## config.mk

```make
export PLATFORM = sky130hd
export DESIGN_NAME = rtc_regbank
export DESIGN_NICKNAME = d
export VERILOG_FILES = /design/src/rtl/rtc_regbank_pkg.sv /design/src/rtl/rtc_host_port.sv /design/src/rtl/rtc_alarm_match.sv /design/src/rtl/rtc_regbank.sv
export SDC_FILE = /design/constraint.sdc
export NUM_CORES = 1
export LEC_CHECK = 0
export BUFFER_PORTS_ARGS = -buffer_cell sky130_fd_sc_hd__clkbuf_2
export CAP_MARGIN = 20
export CORE_ASPECT_RATIO = 0.75
export CORE_UTILIZATION = 43
export DETAILED_ROUTE_END_ITERATION = 6
export PLACE_DENSITY = 0.68
export SLEW_MARGIN = 25
export SYNTH_ARGS = -nofsm -noshare
export SYNTH_HDL_FRONTEND = slang
export SYNTH_SLANG_ARGS = --single-unit
```

## constraint.sdc

```tcl
create_clock -name clk -period 2.9 [get_ports clk]
set_input_delay 0.145 -clock clk [delete_from_list [all_inputs] [get_ports clk]]
set_output_delay 0.145 -clock clk [all_outputs]
set_load 0.01 [all_outputs]
```

## src/rtl/rtc_regbank_pkg.sv

```systemverilog
package rtc_regbank_pkg;
    localparam int DATA_W   = 8;
    localparam int NUM_REGS = 16;
    localparam int ADDR_W   = $clog2(NUM_REGS);
    localparam int NUM_ALM  = 4;

    typedef logic [DATA_W-1:0] byte_t;
    typedef logic [ADDR_W-1:0] addr_t;

    localparam addr_t A_CTRL1   = addr_t'(0);
    localparam addr_t A_CTRL2   = addr_t'(1);
    localparam addr_t A_SEC     = addr_t'(2);
    localparam addr_t A_TIME0   = addr_t'(3);
    localparam addr_t A_ALM0    = addr_t'(9);
    localparam addr_t A_CLKOUT  = addr_t'(13);
    localparam addr_t A_TMRCTL  = addr_t'(14);

    localparam int FLAG_BIT = 3;
    localparam int IEN_BIT  = 1;
    localparam int OFF_BIT  = DATA_W - 1;

    typedef struct packed {
        logic  en;
        addr_t addr;
        byte_t data;
    } wr_op_t;

    function automatic byte_t reset_value(addr_t a);
        byte_t v;
        v = '0;
        if (a == A_CTRL1)                              v = 8'h08;
        if (a == A_SEC || a == A_CLKOUT)               v = 8'h80;
        if (a >= A_ALM0 && a < A_ALM0 + addr_t'(NUM_ALM)) v = 8'h80;
        if (a == A_TMRCTL)                             v = 8'h03;
        return v;
    endfunction

    function automatic logic is_trigger(addr_t a);
        return (a >= A_TIME0 && a < A_TIME0 + addr_t'(NUM_ALM)) ||
               (a >= A_ALM0  && a < A_ALM0  + addr_t'(NUM_ALM));
    endfunction
endpackage

```

## src/rtl/rtc_host_port.sv

```systemverilog
module rtc_host_port
    import rtc_regbank_pkg::*;
(
    input  logic  clk,
    input  logic  rst,
    input  logic  xfer_start,
    input  logic  wr_valid,
    input  byte_t wr_byte,
    input  logic  rd_req,
    output wr_op_t host_op,
    output logic  rd_fire,
    output addr_t ptr_q
);
    logic want_ptr_q;

    always_comb begin
        host_op.en   = !xfer_start && wr_valid && !want_ptr_q;
        host_op.addr = ptr_q;
        host_op.data = wr_byte;
        rd_fire      = !xfer_start && !wr_valid && rd_req;
    end

    always_ff @(posedge clk) begin
        if (rst) begin
            ptr_q      <= '0;
            want_ptr_q <= 1'b0;
        end else if (xfer_start) begin
            want_ptr_q <= 1'b1;
        end else if (wr_valid) begin
            if (want_ptr_q) begin
                ptr_q      <= ADDR_W'(wr_byte);
                want_ptr_q <= 1'b0;
            end else begin
                ptr_q <= ptr_q + 1'b1;
            end
        end else if (rd_req) begin
            ptr_q      <= ptr_q + 1'b1;
            want_ptr_q <= 1'b0;
        end
    end
endmodule

```

## src/rtl/rtc_alarm_match.sv

```systemverilog
module rtc_alarm_match #(
    parameter int NF = 4,
    parameter int DW = 8
) (
    input  logic [NF-1:0][DW-1:0] time_f,
    input  logic [NF-1:0][DW-1:0] alarm_f,
    output logic                  match
);
    logic [NF-1:0] field_ok;

    for (genvar i = 0; i < NF; i++) begin : g_field
        assign field_ok[i] = alarm_f[i][DW-1] || (alarm_f[i] == time_f[i]);
    end

    assign match = &field_ok;
endmodule

```

## src/rtl/rtc_regbank.sv

```systemverilog
module rtc_regbank
    import rtc_regbank_pkg::*;
(
    input  logic        clk,
    input  logic        rst,
    input  logic        xfer_start,
    input  logic        wr_valid,
    input  logic [7:0]  wr_byte,
    input  logic        rd_req,
    output logic [7:0]  rd_byte,
    input  logic        bd_we,
    input  logic [3:0]  bd_addr,
    input  logic [7:0]  bd_data,
    output logic        irq_n
);
    logic [NUM_REGS-1:0][DATA_W-1:0] regs, wr_img, nxt;
    logic [NUM_ALM-1:0][DATA_W-1:0]  time_f, alarm_f;
    wr_op_t host_op, sel_op;
    logic   rd_fire, hit, match;
    addr_t  ptr_q;
    logic   sel_we;
    addr_t  sel_addr;

    rtc_host_port u_port (
        .clk(clk), .rst(rst), .xfer_start(xfer_start), .wr_valid(wr_valid),
        .wr_byte(wr_byte), .rd_req(rd_req), .host_op(host_op),
        .rd_fire(rd_fire), .ptr_q(ptr_q)
    );

    // host register write has priority; a colliding backdoor write is dropped
    always_comb begin
        if (host_op.en) sel_op = host_op;
        else            sel_op = '{en: bd_we, addr: bd_addr, data: bd_data};
    end
    assign sel_we   = sel_op.en;
    assign sel_addr = sel_op.addr;

    always_comb begin
        wr_img = regs;
        if (sel_op.en) wr_img[sel_op.addr] = sel_op.data;
    end

    for (genvar i = 0; i < NUM_ALM; i++) begin : g_pair
        assign time_f[i]  = wr_img[A_TIME0 + addr_t'(i)];
        assign alarm_f[i] = wr_img[A_ALM0 + addr_t'(i)];
    end

    rtc_alarm_match #(.NF(NUM_ALM), .DW(DATA_W)) u_match (
        .time_f(time_f), .alarm_f(alarm_f), .match(match)
    );

    always_comb begin
        hit = sel_op.en && is_trigger(sel_op.addr);
        nxt = wr_img;
        if (hit && match) nxt[A_CTRL2][FLAG_BIT] = 1'b1;
    end

    always_ff @(posedge clk) begin
        if (rst) begin
            for (int i = 0; i < NUM_REGS; i++) regs[i] <= reset_value(addr_t'(i));
            irq_n   <= 1'b1;
            rd_byte <= '0;
        end else begin
            regs  <= nxt;
            irq_n <= !(nxt[A_CTRL2][IEN_BIT] && nxt[A_CTRL2][FLAG_BIT]);
            if (rd_fire) rd_byte <= regs[ptr_q];
        end
    end
endmodule

```

Word-level counts from Yosys, hierarchy flattened
Index checks and enable logic that the tools add are counted.
Widths: inputs -> output; s select.
{ "word_totals": {"ff_bits": 142, "input_bits": 26, "out_inout_bits": 9, "word_cells": 71} }
{ "classes": {"addsub": 1, "order_cmp": 7, "n_eq_ne": 4, "mux": 14, "n_bitwise": 1, "reduce_logical": 23} }
{ "ops": {"columns": ["op", "n"], "rows": [
  ["$bwmux 128", 1],
  ["$mux 104", 1],
  ["$bmux 8 s4", 1],
  ["$demux 8 s4", 1],
  ["$eq 8x8->1", 4],
  ["$mux 8", 2],
  ["$mux 13", 1],
  ["$mux 4", 3],
  ["$logic_and 1x1->1", 10],
  ["$lt 4x5->1 const B", 2],
  ["$logic_or 1x1->1", 5],
  ["$add 4x1->4 const B", 1],
  ["$ge 4x1->1 const B", 1],
  ["$ge 4x2->1 const B", 1],
  ["$ge 4x4->1 const B", 1],
  ["$logic_not 1->1", 4],
  ["$lt 4x3->1 const B", 1],
  ["$lt 4x4->1 const B", 1],
  ["$mux 1", 4],
  ["$reduce_and 4->1", 1],
  ["$reduce_bool 3->1", 1],
  ["$reduce_and 2->1", 1],
  ["$reduce_bool 2->1", 1],
  ["$not 1->1", 1]
]} }

Depth between registers and ports, before layout
Gate-level depths: netlist of run 1.
{ "logic_depth": {"ltp_word": 17, "depth_mapped": 12, "depth_no_buf": 9} }

Modules after synthesis
From an unflattened synthesis of run 1, not the netlist that was laid out.
{ "hier_totals": {"hier_cells": 849, "hier_area_um2": 7365.8} }
{ "modules_own_cells": {"columns": ["mod", "n_inst", "cells_each", "area_each_um2", "seq_area_each_um2"], "rows": [
  ["rtc_regbank", 1, 760, 6676.4, 2742.6],
  ["rtc_host_port", 1, 48, 367.9, 100.1],
  ["rtc_alarm_match", 1, 41, 321.6, 0.0]
]} }

Worst setup path before layout of run 1
Ideal clock, no wire load.
{ "synth_timing": {"kind": "reg2reg", "startpoint": "register u_port.want_ptr_q", "endpoint": "register regs[11] in the netlist's numbering", "setup_ns": 0.060, "t_arrival_ns": 2.752, "required_time_ns": 2.840, "slack_ns": 0.088, "stages_incl_launch_ff": 12, "path_buffers": 2, "synth_period_minus_slack_ns": 2.812, "cell_sequence": "dfxtp_1 -> nor3b_1 -> buf_2 -> buf_2 -> mux2_2 -> xnor2_1 -> nand3_1 -> o31ai_1 -> a41oi_1 -> or4_1 -> o21ai_1 -> and3b_1"} }
{ "synth_via": {"elab_chain_cells": 14, "word_cells_on_any_way": 29, "classes_between": "order compare: 6; eq/ne: 4; mux: 6; reduce/logical: 13"} }
{ "synth_rtl": {"columns": ["item", "line", "text"], "rows": [
  ["start: declaration", "rtc_host_port.sv:14", "logic want_ptr_q;"],
  ["start signal: assignment", "rtc_host_port.sv:26", "want_ptr_q <= 1'b0;"],
  ["start signal: assignment", "rtc_host_port.sv:28", "want_ptr_q <= 1'b1;"],
  ["start signal: assignment", "rtc_host_port.sv:32", "want_ptr_q <= 1'b0;"],
  ["$logic_not 1->1 *", "rtc_host_port.sv:17", "host_op.en = !xfer_start && wr_valid && !want_ptr_q;"],
  ["$logic_and 1x1->1 *", "rtc_host_port.sv:17", null],
  ["$mux 13 *", "rtc_regbank.sv:32", "if (host_op.en) sel_op = host_op;"],
  ["$lt 4x5->1 (not written as such) or $ge 4x1->1 (tied branches)", "rtc_regbank.sv:40", "if (sel_op.en) wr_img[sel_op.addr] = sel_op.data;"],
  ["$logic_and 1x1->1 (not written as such)", "rtc_regbank.sv:40", null],
  ["$mux 8 (not written as such)", "rtc_regbank.sv:40", null],
  ["$demux 8 s4", "rtc_regbank.sv:40", null],
  ["$bwmux 128", "rtc_regbank.sv:40", null],
  ["$mux 104", "rtc_regbank.sv:40", null],
  ["$eq 8x8->1", "rtc_alarm_match.sv:12", "assign field_ok[i] = alarm_f[i][DW-1] || (alarm_f[i] == time_f[i]);"],
  ["$logic_or 1x1->1", "rtc_alarm_match.sv:12", null],
  ["$reduce_and 4->1", "rtc_alarm_match.sv:15", "assign match = &field_ok;"],
  ["$logic_and 1x1->1", "rtc_regbank.sv:55", "if (hit && match) nxt[A_CTRL2][FLAG_BIT] = 1'b1;"],
  ["$mux 1 *", "rtc_regbank.sv:55", null],
  ["end signal: assignment", "rtc_regbank.sv:64", "regs <= nxt;"],
  ["end: declaration", "rtc_regbank.sv:16", "logic [NUM_REGS-1:0][DATA_W-1:0] regs, wr_img, nxt;"]
]} }
Mark *: on every way between the ends. The rest lies on a longest branch, timed or not.
A chain may end at the register's enable or synchronous reset.

Final worst setup path of run 1
Same ends and word-level chain as after synthesis.

==> results.cfg, run 1 <==
[place]
dp_slack_ns = -0.1194
dpl_cell_area_mm2 = 0.008741
hpwl_um = 19010
dpl.cell_count = 1160
gp_congestion = 0.9950
port_buffers = 34

[hold_path]
hp-start = wr_byte[1]
min_path_type = in -> reg
worstHoldEndpoint = u_port.ptr_q[1]$_SDFFE_PP0P_
whs_path_depth = 3

[layout]
final_core_util = 0.5671
final_cells = 1203
nFillCells = 1522
finalInstanceArea_mm2 = 0.009746
syn_to_final_growth_pct = 26.53
num-nets-final = 981
drive_gt1_frac = 0.2999
antennaDiodeCount = 0

[critical_path]
cp_top_family = simple AND/OR/NAND/NOR gates
critPathRequiredTime_ns = 3.28
cp_num_buf_inv = 2
r2r_slack_ns = 0.06
r2r_cells = 11
slowest_stage = or4_1
path_class = reg -> reg
reg2reg_from = u_port.want_ptr_q$_SDFFE_PP0P_
crit_arrival_ns = 3.22
startpoint_type = flop
end_kind = flop
timing.rr.end = regs[11]$_SDFF_PP0_
crit_chain = nor3b_2, buf_4, buf_12, mux2_2, xnor2_1, nand3_1, o31ai_1, a41oi_1, or4_1, o21ai_2, and3b_1
cpPeakStageDelay_ns = 0.56
crit_fanout = 18

[yosys]
yosysMostFrequentCell = dfxtp_1
synth_commonest_cells = dfxtp_1 (142), nor2_1 (136), a211oi_1 (98)
synth-seq-area-share = 0.3691
async_flop_share = 0
ys_ff_latch = 142
yosysWarnings = 0
avgSynthCellArea_um2 = 9.009
synth_area_leader_cell = dfxtp_1
synth_top_flop_cell = dfxtp_1
synthDominantCellAreaShare = 0.3691
synthTopCellsByArea = dfxtp_1 (37%), mux4_2 (12%), a211oi_1 (9.6%), nor2_1 (6.6%), xnor2_1 (3.3%)
synth.distinct_cells = 70
synth_area_mm2 = 0.007702
synth_fp_nets = 882
synth_edf_count = 0
syn_inst = 855

[clocking]
holdBufCountCts = 0
clk_latency_ns = 0.43
cts_sinks = 142
h-tree-depth = 4
cts_root_buffer = clkbuf_16
cts_tree = built
clk_pin_slew_ns = 0.06
clock_path_buffers = 2
cts_buffers = 17

[drt]
wl_um = 25960
final_antenna_net_count = 0
vias_per_cell = 5.984
first_iter_violations = 642
drc = 0
vias = 7199
drt_pre_antenna_iters = 5
wl_per_cell_um = 21.58

[die]
fp.coreArea_mm2 = 0.01719
initial_core_util = 0.4482
die_h_um = 117.9
die-area_mm2 = 0.01846
dieWidth_um = 156.5
num_rows = 41
ioPinCount = 35

[power]
p_leak_uw = 0.003407
ir_drop_mv = 0.3464
p_per_area_mw_per_mm2 = 513.6

[run]
max-cap-violations = 0

[sta]
finalSetupViolations = 0
setup_slack_ns = 0.05724
final-hold-violation-count = 0
slew_headroom = 0.5266
fin_crit_sh = 0.9803
fin_skew_ns = 0.008371
fmax_ghz = 0.3518
min_period_ns = 2.843
hold_ws_ns = 0.05333
tightestPinTransition_ns = 0.7027
report.final.slew_viol_count = 0

[global_routing]
grt_antenna_before_repair = 2
grt_use_total = 0.2894
grt_max_degree = 61
grt_overflow = 0
grt_pass1_wl_um = 39720
grt_pass1_vias = 6710

[run_status]
status = complete, no violations
## metal layers
| layer | up-vias | track usage | share of wire |
|---|---|---|---|
| met3 | 48 | 0.08873 | 0.095 |
| met2 | 279 | 0.4001 | 0.42 |
| li1 | 3373 | - | - |
| met1 | 3495 | 0.4287 | 0.47 |
| met4 | 4 | 0.07598 | 0.016 |
| met5 | - | 0 | 0.0010 |
## metrics by stage
stage / setup TNS (ns) / total power [uW]
floorplan: 0 / 2513
global placement: -0.1393 / 2791
detailed placement: -0.2242 / 2794
CTS: 0 / 4962
global route: -0.1442 / 5165
finish: 0 / 5005
## layout by cell type, fill, tap and decap left out, drive strengths merged, types with 5 or more instances in the layout
cell type,n
o211ai,5
or2,6
mux2i,10
clkbuf,52
nand2b,10
clkinv,5
nand2,50
and2,6
dfxtp,142
mux4,40
nor2b,11
a311oi,7
nor2,136
nor4,9
xnor2,29
xor2,20
mux2,5
a21oi,27
a211oi,98
buf,118
inv,23
a41oi,5
or3,9
nand3,17
o21ai,34
nor3,19
## area by class of cell
class                   count  area, um2  area share
inverters                  20      75.07    0.007703
well taps                 236      295.3     0.03030
clock buffers              19      442.9     0.04545
clock inverters            13      137.6     0.01412
multi-input cells         622       4826      0.4952
repair buffers            151       1117      0.1146
flip-flops and latches    142       2851      0.2926
## power by group
group	internal, uW	total (uW)	switching [uW]
Sequential	2010	2060	50.2
Combinational	338	776	438
Clock	1290	2170	883
Total	3630	5010	1370
## what timing repair did
item	CTS	global route
pin swaps	1	15
buffers inserted	0	12
setup endpoints to repair	2	2
gates resized for setup	17	53
## cells by family after synthesis
| kind of cell | count (synthesis) | share of synthesized area |
|---|---|---|
| compound gates | 214 | 0.1966 |
| fa+ha+maj | 2 | 0.002924 |
| simple gates | 302 | 0.1899 |
| buf+inv | 91 | 0.04760 |
| flops | 142 | 0.3691 |
| mux | 55 | 0.1382 |
| xor+xnor | 49 | 0.05572 |
## worst max path at each step
stage | startpoint | endpoint | slack [ns] | cells past startpoint
floorplan | u_port.want_ptr_q$_SDFFE_PP0P_ | regs[11]$_SDFF_PP0_ | 0.09 | 11
global placement | u_port.want_ptr_q$_SDFFE_PP0P_ | regs[11]$_SDFF_PP0_ | -0.07 | 11
detailed placement | u_port.want_ptr_q$_SDFFE_PP0P_ | irq_n$_SDFF_PP1_ | -0.12 | 9
CTS | u_port.want_ptr_q$_SDFFE_PP0P_ | irq_n$_SDFF_PP1_ | 0.002 | 10
global route | u_port.want_ptr_q$_SDFFE_PP0P_ | regs[11]$_SDFF_PP0_ | -0.07 | 11
finish | u_port.want_ptr_q$_SDFFE_PP0P_ | regs[11]$_SDFF_PP0_ | 0.06 | 11
## sequential cells by signal, indices dropped and copies added, names as in the netlist
signal and flops:
rd_byte 8, irq_n 1, u_port.want_ptr_q 1, u_port.ptr_q 4, regs 128
## worst min-delay path: stages
cell and delay [ns]:
clkbuf_2 0.14, nand2_1 0.08, a311oi_1 0.08
(Power assumes the default switching activity.)
==> run 2: changes to the inputs <==
--- a/config.mk
+++ b/config.mk
@@ -10,6 +10,7 @@
 export CORE_ASPECT_RATIO = 0.75
 export CORE_UTILIZATION = 43
 export DETAILED_ROUTE_END_ITERATION = 6
+export MAX_ROUTING_LAYER = met4
 export PLACE_DENSITY = 0.68
 export SLEW_MARGIN = 25
 export SYNTH_ARGS = -nofsm -noshare
==> results.cfg, run 2 (synthesis gave the netlist of run 1 again) <==
[run_status]
status = finished, violations left
failed_checks = negative setup slack

[layout]
layout_common_cells = dfxtp_1 (139), nor2_1 (134), buf_4 (108), a211oi_1 (98), nand2_1 (50)
multi_input_area_mm2 = 0.004795
regMostFlops = regs
final_common_cell = dfxtp_1
num-nets-final = 978
nFillCells = 1519
seq_area_mm2 = 0.002849
largest_reg_flops = 128
syn_to_final_growth_pct = 26.69
drive_gt1_frac = 0.2936
largest_registers = regs: 128 flops, rd_byte: 8 flops, u_port.ptr_q: 4 flops
final_core_util = 0.5678

[die]
die-area_mm2 = 0.01846
die_h_um = 117.9
dieWidth_um = 156.5
fp.coreArea_mm2 = 0.01719
ioPinCount = 35
initial_core_util = 0.4482
num_rows = 41

[clocking]
clock_path_buffers = 2
cts_buffers = 17
cts_root_buffer = clkbuf_16
h-tree-depth = 4
cts_tree = built
cts_sinks = 142
clk_latency_ns = 0.43
clk_pin_slew_ns = 0.06

[sta]
fin_skew_ns = 0.01030
hold_ws_ns = 0.04247
fmax_ghz = 0.3358
setup_slack_ns = -0.07753
finalSetupViolations = 2
final-hold-violation-count = 0
fin_crit_sh = 1.027
report.final.slew_viol_count = 0
min_period_ns = 2.978
rsz0062_at_grt = true
slew_headroom = 0.5358
tightestPinTransition_ns = 0.6955

[global_routing]
grt_max_degree = 62
grt_pass1_wl_um = 40140
grt_overflow = 0
grt_pass1_vias = 6597
grt_antenna_before_repair = 1
grt_use_total = 0.3045

[drt]
wl_um = 26480
final_antenna_net_count = 0
wl_per_cell_um = 22.04
vias = 7177
drc = 0
first_iter_violations = 674
vias_per_cell = 5.976
drt_pre_antenna_iters = 5

[critical_path]
reg2reg_from = u_port.want_ptr_q$_SDFFE_PP0P_
startpoint_type = flop
r2r_cells = 9
crit_fanout = 5
r2r_slack_ns = -0.08
timing.rr.end = regs[11]$_SDFF_PP0_
crit_arrival_ns = 3.35
path_class = reg -> reg
end_kind = flop
critPathRequiredTime_ns = 3.28

[place]
gp_congestion = 0.9910
hpwl_um = 19120
port_buffers = 34
dp_slack_ns = -0.1495

[hold_path]
whs_path_depth = 3
worstHoldEndpoint = u_port.ptr_q[1]$_SDFFE_PP0P_
hp-start = wr_byte[1]
min_path_type = in -> reg

[run]
max-cap-violations = 0

[power]
p_per_area_mw_per_mm2 = 543.4
ir_drop_mv = 0.3274
p_leak_uw = 0.003414
run 2: routing by layer:
metal | vias up | routed length (um) | GRT usage
met5 | - | 0 | -
met4 | 0 | 313 | 0.07108
met3 | 32 | 2745 | 0.08947
met2 | 337 | 10990 | 0.4071
met1 | 3457 | 12420 | 0.4433
li1 | 3351 | - | -
run 2: stage by stage:
step	cells	TNS (ns)	total power, uW	area (um2)
floorplan	855	0	2513	7702
global placement	1161	-0.2726	2801	8748
detailed placement	1161	-0.2950	2805	8751
CTS	1196	0	5250	9520
global route	1201	-0.2910	5453	9758
finish	1201	-0.1355	5303	9758
run 2: power by group:
group	total, uW	switching, uW	leakage (uW)	internal, uW
logic	783	445	0.00195	338
registers	2050	46.5	0.00115	2010
clock network	2470	910	0.000315	1560
total	5300	1400	0.00341	3900
run 2: how the worst max path moves through the flow:
stage,from,end,slack [ns],cells past startpoint
2_1_floorplan,u_port.want_ptr_q$_SDFFE_PP0P_,regs[11]$_SDFF_PP0_,0.09,11
3_3_place_gp,u_port.want_ptr_q$_SDFFE_PP0P_,irq_n$_SDFF_PP1_,-0.14,13
3_5_place_dp,u_port.want_ptr_q$_SDFFE_PP0P_,irq_n$_SDFF_PP1_,-0.15,9
4_1_cts,u_port.ptr_q[1]$_SDFFE_PP0P_,regs[11]$_SDFF_PP0_,0.0007,10
5_1_grt,u_port.want_ptr_q$_SDFFE_PP0P_,regs[11]$_SDFF_PP0_,-0.16,13
6_report,u_port.want_ptr_q$_SDFFE_PP0P_,regs[11]$_SDFF_PP0_,-0.08,9
run 2: layout make-up:
type                            count  share of cell area
Sequential cell                   142              0.2920
Clock inverter                     12             0.02116
Clock buffer                       20             0.04578
Antenna cell                        1           0.0002564
Timing Repair Buffer              148              0.1116
Multi-Input combinational cell    622              0.4913
Inverter                           20            0.007693
Tap cell                          236             0.03026
run 2: critical path, cell delays in order (launching register included):
cell and delay (ns):
dfxtp_4 0.36, or3b_4 0.42, or2_4 0.33, a311o_1 0.39
xor2_1 0.20, nor3_2 0.23, o21ai_1 0.10, or4_4 0.53
o21ai_4 0.18, and3b_1 0.17
run 2: what timing repair did:
action | 4_1_cts | 5_1_grt
endpoints found under the setup margin | 2 | 2
resized for setup | 20 | 40
setup buffers | 3 | 4
pin swaps | 4 | 18
hold buffers | 0 | 0
